[src/rtl/disc_evt_latch.sv]
module disc_evt_latch #(
  parameter int          RES_W    = 4,
  parameter int          CLS_W    = 4,
  parameter logic [7:0]  CMD_PEEK = 8'h04,
  parameter logic [7:0]  CMD_CLR  = 8'h05
) (
  input  logic                 clk,
  input  logic                 rst_n,
  input  logic [3:0]           det_done,
  input  logic [4*RES_W-1:0]   det_res,
  input  logic [3:0]           cls_done,
  input  logic [4*CLS_W-1:0]   cls_res,
  input  logic                 det_chg_mode,
  input  logic                 cls_chg_mode,
  input  logic [1:0]           pair_4p,
  input  logic [1:0]           sig_dual,
  input  logic [1:0]           pwon_pend,
  input  logic [1:0]           disc_mode,
  input  logic [3:0]           chan_off,
  input  logic                 rd_en,
  input  logic [7:0]           rd_cmd,
  output logic [7:0]           rd_data,
  output logic                 irq
);
  localparam int NCH   = 4;
  localparam int NPAIR = NCH / 2;

  logic [7:0]           ev_q, ev_d, set_v, off_m;
  logic [NCH*RES_W-1:0] dprev_q;
  logic [NCH*CLS_W-1:0] cprev_q;
  logic [NCH-1:0]       det_hit, cls_hit;
  logic [NCH-1:0]       dfin_q, dfin_d, dhp_q, dhp_d;
  logic [NCH-1:0]       cfin_q, cfin_d, chp_q, chp_d;
  logic [NPAIR-1:0]     det_joint, cls_joint;

  wire mode_auto = disc_mode[1];
  wire mode_semi = (disc_mode == 2'b01);
  wire rd_clr    = rd_en && (rd_cmd == CMD_CLR);
  wire rd_hit    = rd_en && ((rd_cmd == CMD_PEEK) || (rd_cmd == CMD_CLR));

  assign off_m   = {chan_off, chan_off};
  assign ev_d    = ((rd_clr ? 8'h00 : ev_q) | set_v) & ~off_m;
  assign irq     = |ev_q;
  assign rd_data = rd_hit ? ev_q : 8'h00;

  for (genvar i = 0; i < NCH; i++) begin : g_ch
    assign det_hit[i] = det_done[i] &&
      (!det_chg_mode || (det_res[i*RES_W +: RES_W] != dprev_q[i*RES_W +: RES_W]));
    assign cls_hit[i] = cls_done[i] &&
      (!cls_chg_mode || (cls_res[i*CLS_W +: CLS_W] != cprev_q[i*CLS_W +: CLS_W]));

    always_ff @(posedge clk) begin
      if (!rst_n) begin
        dprev_q[i*RES_W +: RES_W] <= '0;
        cprev_q[i*CLS_W +: CLS_W] <= '0;
      end else begin
        if (det_done[i]) dprev_q[i*RES_W +: RES_W] <= det_res[i*RES_W +: RES_W];
        if (cls_done[i]) cprev_q[i*CLS_W +: CLS_W] <= cls_res[i*CLS_W +: CLS_W];
      end
    end
  end

  for (genvar p = 0; p < NPAIR; p++) begin : g_pair
    localparam int A = 2*p;
    localparam int B = 2*p + 1;

    assign det_joint[p] = pair_4p[p] && !pwon_pend[p] && !(sig_dual[p] && mode_auto);
    assign cls_joint[p] = pair_4p[p] && sig_dual[p] && !pwon_pend[p] && mode_semi;

    wire [1:0] dfin_all = dfin_q[B:A] | det_done[B:A];
    wire [1:0] dacc     = dhp_q[B:A]  | det_hit[B:A];
    wire       dboth    = &dfin_all;
    wire [1:0] cfin_all = cfin_q[B:A] | cls_done[B:A];
    wire [1:0] cacc     = chp_q[B:A]  | cls_hit[B:A];
    wire       cboth    = &cfin_all;

    assign set_v[B:A]     = det_joint[p] ? (dboth ? dacc : 2'b00) : det_hit[B:A];
    assign dfin_d[B:A]    = (det_joint[p] && !dboth) ? (dfin_all & ~chan_off[B:A]) : 2'b00;
    assign dhp_d[B:A]     = (det_joint[p] && !dboth) ? (dacc & ~chan_off[B:A]) : 2'b00;

    assign set_v[B+4:A+4] = cls_joint[p] ? (cboth ? cacc : 2'b00) : cls_hit[B:A];
    assign cfin_d[B:A]    = (cls_joint[p] && !cboth) ? (cfin_all & ~chan_off[B:A]) : 2'b00;
    assign chp_d[B:A]     = (cls_joint[p] && !cboth) ? (cacc & ~chan_off[B:A]) : 2'b00;

    AST_PAIR_DET_HOLD: assert property (@(posedge clk) disable iff (!rst_n)
      (det_joint[p] && !(&(dfin_q[B:A] | det_done[B:A])) && !ev_q[A] && !chan_off[A])
        |=> !ev_q[A]);
    AST_PAIR_CLS_HOLD: assert property (@(posedge clk) disable iff (!rst_n)
      (cls_joint[p] && !(&(cfin_q[B:A] | cls_done[B:A])) && !ev_q[A+4] && !chan_off[A])
        |=> !ev_q[A+4]);
  end

  always_ff @(posedge clk) begin
    if (!rst_n) begin
      ev_q   <= '0;
      dfin_q <= '0;
      dhp_q  <= '0;
      cfin_q <= '0;
      chp_q  <= '0;
    end else begin
      ev_q   <= ev_d;
      dfin_q <= dfin_d;
      dhp_q  <= dhp_d;
      cfin_q <= cfin_d;
      chp_q  <= chp_d;
    end
  end

  AST_PEEK_STILL: assert property (@(posedge clk) disable iff (!rst_n)
    (rd_en && rd_cmd != CMD_CLR && set_v == 8'h00 && chan_off == 4'h0) |=> $stable(ev_q));
  AST_CLR_EMPTIES: assert property (@(posedge clk) disable iff (!rst_n)
    (rd_clr && set_v == 8'h00) |=> (ev_q == 8'h00));
  AST_IRQ_RELEASE: assert property (@(posedge clk) disable iff (!rst_n)
    (rd_clr && set_v == 8'h00) |=> !irq);
  AST_OFF_CLEARS: assert property (@(posedge clk) disable iff (!rst_n)
    (chan_off != 4'h0) |=> ((ev_q & {$past(chan_off), $past(chan_off)}) == 8'h00));
  AST_CLR_KEEPS_NEW: assert property (@(posedge clk) disable iff (!rst_n)
    (rd_clr && (set_v & ~off_m) != 8'h00)
      |=> ((ev_q & $past(set_v & ~off_m)) == $past(set_v & ~off_m)));
endmodule

[config.mk]
export PLATFORM = sky130hd
export DESIGN_NAME = disc_evt_latch
export DESIGN_NICKNAME = d
export VERILOG_FILES = /design/src/rtl/disc_evt_latch.sv
export SDC_FILE = /design/constraint.sdc
export NUM_CORES = 1
export LEC_CHECK = 0
export ABC_AREA = 1
export BUFFER_PORTS_ARGS = -buffer_cell sky130_fd_sc_hd__buf_2
export CELL_PAD_IN_SITES_DETAIL_PLACEMENT = 0
export CELL_PAD_IN_SITES_GLOBAL_PLACEMENT = 1
export CORE_MARGIN = 1.5
export CORE_UTILIZATION = 35
export DETAILED_ROUTE_END_ITERATION = 12
export PLACE_DENSITY = 0.75
export SYNTH_ARGS = -nofsm -noshare
export SYNTH_HDL_FRONTEND = slang
export SYNTH_SLANG_ARGS = --single-unit
[constraint.sdc]
create_clock -name clk -period 1.3 [get_ports clk]
set_input_delay 0.13 -clock clk [delete_from_list [all_inputs] [get_ports clk]]
set_output_delay 0.13 -clock clk [all_outputs]
set_load 0.01 [all_outputs]
## After elaboration in Yosys (flattened, before gate mapping)

Index checks and enable logic that the tools add are counted.

| storage, ports and cells | value |
|---|---|
| word-level logic and storage cells | 113 |
| flip-flop bits (word level) | 56 |
| input bits | 65 |
| output and inout port bits | 9 |

| operators by class | value |
|---|---|
| bitwise operators | 21 |
| muxes and demuxes | 10 |
| reduce and logical (&&, ||, !) cells | 54 |
| equal/unequal tests | 11 |

Operators by type and width:

| cell | number |
|---|---|
| $ne A4 B4 Y1 | 8 |
| $logic_and A1 B1 Y1 | 26 |
| $and A2 B2 Y2 | 8 |
| $eq A8 B3 Y1 const B | 2 |
| $mux W2 | 8 |
| $mux W8 | 2 |
| $or A2 B2 Y2 | 8 |
| $reduce_and A2 Y1 | 8 |
| $logic_not A1 Y1 | 10 |
| $logic_or A1 B1 Y1 | 9 |
| $and A8 B8 Y8 | 1 |
| $not A8 Y8 | 1 |
| $or A8 B8 Y8 | 1 |
| $reduce_or A8 Y1 | 1 |
| $not A2 Y2 | 2 |
| $eq A2 B1 Y1 const B | 1 |

## Longest topological paths before layout

Gate-level depths: netlist (run 1).

| depth | value |
|---|---|
| depth in word-level cells | 8 |
| depth in mapped cells | 9 |

## Least setup slack after synthesis (run 1)

Ideal clock, no wire load.

| path | value |
|---|---|
| path kind | register to register |
| start point | register cprev_q[4] |
| end point | register chp_q[1] |
| arrival | 0.835 ns |
| data required time | 1.182 ns |
| library setup time | 0.118 ns |
| path buffers | 0 |
| slack | 0.347 ns |
| stages on the path, launching flop included | 9 |
| period minus slack after synthesis | 0.953 ns |
| cell sequence | dfxtp_1 > inv_1 > nand2_1 > nand3_1 > nor2_1 > nand2_1 > nand2_1 > nand2_1 > nor3b_2 |

| between the ends | value |
|---|---|
| longest elaborated chain between the ends | 5 |

RTL lines:

| item | line | source |
|---|---|---|
| from (decl) | 30 | `logic [NCH*CLS_W-1:0] cprev_q;` |
| from (signal, indexed assignment) | 58 | `if (cls_done[i]) cprev_q[i*CLS_W +: CLS_W] <= cls_res[i*CLS_W +: CLS_W];` |
| $ne A4 B4 Y1 | 50 | `(!cls_chg_mode \|\| (cls_res[i*CLS_W +: CLS_W] != cprev_q[i*CLS_W +: CLS_W]));` |
| $logic_or A1 B1 Y1 | 50 |  |
| $logic_and A1 B1 Y1 | 49 | `assign cls_hit[i] = cls_done[i] &&` |
| $or A2 B2 Y2 | 74 | `wire [1:0] cacc = chp_q[B:A] \| cls_hit[B:A];` |
| $and A2 B2 Y2 | 83 | `assign chp_d[B:A] = (cls_joint[p] && !cboth) ? (cacc & ~chan_off[B:A]) : 2'b00;` |
| to (signal assigned) | 105 | `chp_q <= chp_d;` |
| to (decl) | 33 | `logic [NCH-1:0] cfin_q, cfin_d, chp_q, chp_d;` |

No other way between the ends.
A chain may end at the register's enable or synchronous reset.

## Final worst setup path (run 1)

| path | value |
|---|---|
| start point | register ev_q[7] |
| end point | output irq |

| between the ends | value |
|---|---|
| longest elaborated chain between the ends | 1 |

RTL lines:

| item | line | source |
|---|---|---|
| from (decl) | 28 | `logic [7:0] ev_q, ev_d, set_v, off_m;` |
| from (signal assigned) | 101 | `ev_q <= ev_d;` |
| $reduce_or A8 Y1 | 43 | `assign irq = \|ev_q;` |
| to (decl) | 23 | `output logic irq` |

No other way between the ends.

==> results.json, run 1 <==
{
  "run_status": "complete, but fails checks",
  "violations": "setup timing",
  "routabilityCongestion": 0.7380,
  "row_count": 31,
  "drt-total-wl_um": 6009,
  "hold_viol": 0,
  "clock_sinks": 56,
  "htreeDepth": 2,
  "clk_pin_slew_worst_paths_ps": 100,
  "core_um2": 7370,
  "critical_path.startpoint_type": "flop",
  "grt-ovfl-total": 0,
  "synthCells": 404,
  "fin_crit_sh_pct": 101.0,
  "timing.rr.start": "cprev_q[4]$_SDFFE_PN0P_",
  "start_util_pct": 36.71,
  "end_kind": "output pin",
  "rsz0062_at_grt": "yes",
  "cp_data_arrival_time_ps": 1180,
  "clk_latency_ps": 310,
  "hold_buffers": 0,
  "async_flop_share_pct": 0,
  "ios": 74,
  "die_area_um2": 8266,
  "grt_first_pass_wirelength_um": 9798,
  "ys_seq_area_share_pct": 41.44,
  "synthToLayoutAreaGrowth_pct": 22.90,
  "fin_crit_ps": 1313,
  "tightest_slew_ps": 313.0,
  "p_leak_nw": 1.606,
  "drt-initial-drc-count": 62,
  "cts_tree": "built",
  "ant_nets": 0,
  "grt_pass1_vias": 2268,
  "multi_input_area_um2": 1306,
  "crit_fanout": 2,
  "clock_skew_ps": 9.128,
  "vias": 2581,
  "track_usage_pct": 14.40,
  "cts_buffers": 5,
  "fin_ws_ps": -13.22,
  "antennaDiodeCount": 0,
  "ff_latch_area_um2": 1125,
  "port_buffers": 73,
  "drv_cap": 0,
  "power_density_nw_per_um2": 1087,
  "synth_seq_cells": 56,
  "worstSetupPathType": "reg -> out",
  "synth-main-ff-cell": "dfxtp_1",
  "ir_drop_uv": 475.2,
  "antenna_found_initial": 0,
  "required_ps": 1170,
  "worstHoldPathType": "in -> reg",
  "synth_edf_count": 0,
  "die_w_um": 90.92,
  "first_pass_iters": 4,
  "drive_gt1_share_pct": 21.34,
  "critPathLaunch": "ev_q[7]$_SDFF_PN0_",
  "syn-cell-area_um2": 2705,
  "fin_nets": 542,
  "clock-root-buffer": "clkbuf_8",
  "wl_per_cell_um": 10.41,
  "dp_slack_ps": 101.4,
  "max_freq_mhz": 761.5,
  "final_cells": 577,
  "die_y_um": 90.92,
  "dp.cells": 567,
  "slew_violations": 0,
  "synthesis.nets": 469,
  "clockBufferDepth": 2,
  "grt_max_degree": 18,
  "final_util_pct": 45.11,
  "hold_start": "cls_res[14]",
  "mostFrequentLayoutCells": "88 x nand2_1, 73 x buf_2, 65 x inv_1",
  "vias_per_cell": 4.473,
  "maxSlewHeadroom_pct": 79.13,
  "setup_viol": 1,
  "drc_errors": 0,
  "ys_types": 24,
  "avgSynthCellArea_um2": 6.696,
  "fillers": 790,
  "yosys_warnings": 0,
  "layout_commonest_cell": "nand2_1",
  "dp_hpwl_um": 4609
}
==> layer usage <==
metal | track usage [%] | vias to the layer above | part of all wire (%)
met5 | 0 | - | 0
met3 | 3.030 | 7 | 5.2
met4 | 4.297 | 0 | 1.0
met1 | 19.01 | 1091 | 51
li1 | - | 1422 | -
met2 | 23.56 | 61 | 43
==> state kept, by name, indices dropped and copies added, names as in the netlist <==
| name | count |
|---|---|
| ev_q | 8 |
| cfin_q | 4 |
| dhp_q | 4 |
| cprev_q | 16 |
| chp_q | 4 |
| dprev_q | 16 |
| dfin_q | 4 |
==> stage by stage <==
stage	hold slack, ps	cell area [um^2]	power (mW)	setup TNS [ps]
floorplan	262.2	2705	2.208	0
global placement	385.3	3164	2.395	0
finish	59.15	3324	3.614	-13.22
detailed placement	392.8	3164	2.405	0
global route	58.01	3324	3.812	-107.9
CTS	58.30	3316	3.657	-32.05
==> worst max-delay path, stage by stage, from the launching register on <==
cell and delay [ps]:
dfxtp_2 350, nor4_4 250, nand3_1 120, buf_2 160
==> cell usage after synthesis, types with 2 or more instances <==
cell type  instances  area, um^2
inv_1             65       244.0
nand2_1           88       330.3
a21oi_1           46       230.2
nor3_2             3       30.03
clkbuf_1          10       37.54
o21ai_0           47       235.2
nand3_1           11       55.05
dfxtp_1           56        1121
nor2_1            42       157.7
nor3b_2            2       25.02
xor2_1             8       70.07
o21ai_2            2       17.52
nor3_1            13       65.06
==> what timing repair did <==
item                                    CTS  global route
setup buffers                             2             0
gates cloned                              0             0
gates resized for setup                   4             1
endpoints found under the setup margin    1             1
pin swaps                                 2             0
==> cell type report <==
class	count	area share (%)
Inverter	66	7.452
Sequential cell	56	33.84
Tap cell	99	3.726
Clock inverter	1	0.9033
Timing Repair Buffer	77	11.89
Multi-Input combinational cell	271	39.29
Clock buffer	7	2.898
==> cell families after synthesis <==
logic type	after synthesis	share of synthesized area [%]
buf+inv	77	10.82
xor+xnor	8	2.590
simple gates	167	26.97
compound gates	96	18.18
flops	56	41.44
==> where the power goes <==
group / switching [mW] / internal, mW / total [mW]
Combinational: 0.291 / 0.223 / 0.514
Sequential: 0.0555 / 1.80 / 1.86
Clock: 0.562 / 0.681 / 1.24
Total: 0.908 / 2.71 / 3.61
==> final timing paths <==
check / endpoint / slack [ps] / cells past startpoint
min reg2reg: dprev_q[11]$_SDFFE_PN0P_ / 480 / 2
max: irq / -10 / 3
min: cprev_q[14]$_SDFFE_PN0P_ / 60 / 3
max reg2reg: chp_q[1]$_SDFF_PN0_ / 230 / 8
Note: power is estimated with default switching activity, not from simulation.
==> run 2: changes to the inputs <==
- CORE_UTILIZATION: 35 -> 32
- PLACE_DENSITY: 0.75 -> 0.72
- clock period: 1.3 -> 1.1 ns (I/O delays scaled with it)
==> run 2 against run 1 <==
  * The run still ends with setup timing left
  * Cell area up 5.3%
  * Sequential share of layout area down 1.1 points
  * Worst setup slack worse by 140 ps
  * Hold slack worse by 31 ps
  * Utilization down 2.5 points
  * Combinational power up 31%
  * First-iteration DRC count up 19%
  * Global-route usage up 0.24 points
  * Final cell count up 2.8%
  * Clock skew down 2.1 ps
  * Sequential power up 18%
  * Critical path depth unchanged
  * Highest routed layer unchanged
==> results.json, run 2 (synthesized netlist as in run 1, its figures left out) <==
{
  "run_status": "complete, but fails checks",
  "violations": "setup timing",
  "drive_gt1_share_pct": 31.76,
  "clock_sinks": 56,
  "final.setup.tns_ps": -203.6,
  "clock_skew_ps": 7.063,
  "ios": 74,
  "setup_viol": 2,
  "track_usage_pct": 14.64,
  "tightest_slew_ps": 295.0,
  "vias": 2678,
  "power_density_nw_per_um2": 1165,
  "grt_max_degree": 22,
  "slew_violations": 0,
  "core_um2": 8217,
  "routabilityCongestion": 0.7596,
  "fin_nets": 552,
  "cp_slowest_cell": "dfxtp_2",
  "timing.hold.ws_ps": 28.33,
  "p_sw_share_pct": 27.79,
  "crit_family": "flip-flops",
  "fin_crit_ps": 1252,
  "first_pass_iters": 4,
  "drc_errors": 0,
  "clk_pin_slew_worst_paths_ps": 100,
  "critPathBufInv": 1,
  "hold_buffers": 0,
  "crit_path_max_incr_delay_ps": 340,
  "p_clk_share_pct": 29.4,
  "crit_fanout": 2,
  "dp_hpwl_um": 5019,
  "drv_cap": 0,
  "die_area_um2": 9014,
  "rsz0062_at_grt": "yes",
  "final_cells": 593,
  "hold_start": "det_res[2]",
  "seqPwrFrac_pct": 54.0,
  "combPwrFrac_pct": 16.5,
  "critical_path.startpoint_type": "flop",
  "worstSetupPathType": "reg -> out",
  "clk_latency_ps": 310,
  "wl_per_cell_um": 10.87,
  "hold_viol": 0,
  "fin_ws_ps": -151.8,
  "cts_tree": "built",
  "die_y_um": 94.94,
  "row_count": 33,
  "ir_drop_uv": 603.8,
  "clockBufferDepth": 2,
  "ant_nets": 0,
  "drt-initial-drc-count": 74,
  "cp_data_arrival_time_ps": 1140,
  "fin_crit_sh_pct": 113.8,
  "crit_chain": "nor4_2, nand3_1, buf_2",
  "dp.cells": 580,
  "synthToLayoutAreaGrowth_pct": 29.37,
  "htreeDepth": 2,
  "max_freq_mhz": 798.8,
  "start_util_pct": 32.92,
  "cts_buffers": 5,
  "die_w_um": 94.94,
  "worstHoldPathType": "in -> reg",
  "reg_top3": "cprev_q x16, dprev_q x16, ev_q x8",
  "drt-total-wl_um": 6444,
  "end_kind": "output pin",
  "clock-root-buffer": "clkbuf_8",
  "required_ps": 990,
  "grt_pass1_vias": 2351,
  "timing.rr.start": "cprev_q[4]$_SDFFE_PN0P_",
  "maxSlewHeadroom_pct": 80.33,
  "port_buffers": 73,
  "antennaDiodeCount": 0,
  "mostFrequentLayoutCells": "83 x nand2_1, 70 x buf_2, 57 x inv_1",
  "grt_first_pass_wirelength_um": 10270,
  "grt-ovfl-total": 0,
  "critPathLaunch": "ev_q[1]$_SDFF_PN0_",
  "p_leak_nw": 1.668,
  "vias_per_cell": 4.516,
  "layout_commonest_cell": "nand2_1",
  "switching_power_mw": 1.133,
  "p_int_mw": 2.944,
  "antenna_found_initial": 0
}
run 2: cell type report:
type	instances	area [um^2]
clock buffer	6	82.58
clock inverter	2	15.01
fill	880	4717
inverter	66	247.7
multi-input combinational	271	1388
sequential	56	1146
tap	105	131.4
timing repair buffer	87	489.2
run 2: final timing paths:
path,end,slack (ps),cells past startpoint
max reg2reg,chp_q[1]$_SDFF_PN0_,60,8
min,dprev_q[2]$_SDFFE_PN0P_,30,3
max,irq,-150,3
min reg2reg,dprev_q[11]$_SDFFE_PN0P_,480,2
run 2: power groups by stage:
stage,sequential [mW],clock [mW],combinational [mW]
finish,2.20,1.20,0.675
global route,2.22,1.32,0.772
CTS,2.19,1.25,0.644
detailed placement,2.24,0,0.630
global placement,2.23,0,0.623
floorplan,2.22,0,0.388
run 2: worst register-to-register path, stage by stage (launching register included):
cell     delay, ps
dfxtp_2        360
inv_2           30
nand2_1         50
nand3_1         70
nor2_1         100
nand2_1         80
nand2_1         60
nand2_1         50
nor3b_2        140
run 2: through the flow:
stage | instance area (um^2) | setup slack, ps | power (mW) | utilization, %
6_report | 3500 | -151.8 | 4.077 | 42.59
5_1_grt | 3500 | -249.4 | 4.312 | 42.59
4_1_cts | 3362 | -168.3 | 4.086 | 40.92
3_5_place_dp | 3224 | -70.67 | 2.867 | 39.24
3_3_place_gp | 3224 | 7.133 | 2.855 | 39.24
2_1_floorplan | 2705 | 146.8 | 2.609 | -
run 2: repair_timing:
| item | in CTS | in global routing |
|---|---|---|
| hold endpoints to repair | 0 | 0 |
| pin swaps | 3 | 19 |
| setup endpoints to repair | 9 | 23 |
| resized for setup | 11 | 49 |
| setup buffers | 1 | 4 |
run 2: layer usage:
layer	global-route usage, %	vias to the layer above	part of all wire, %
met3	2.979	8	3.9
met5	0	-	0
li1	-	1440	-
met2	24.35	45	46
met4	5.224	0	1.3
met1	18.68	1185	49
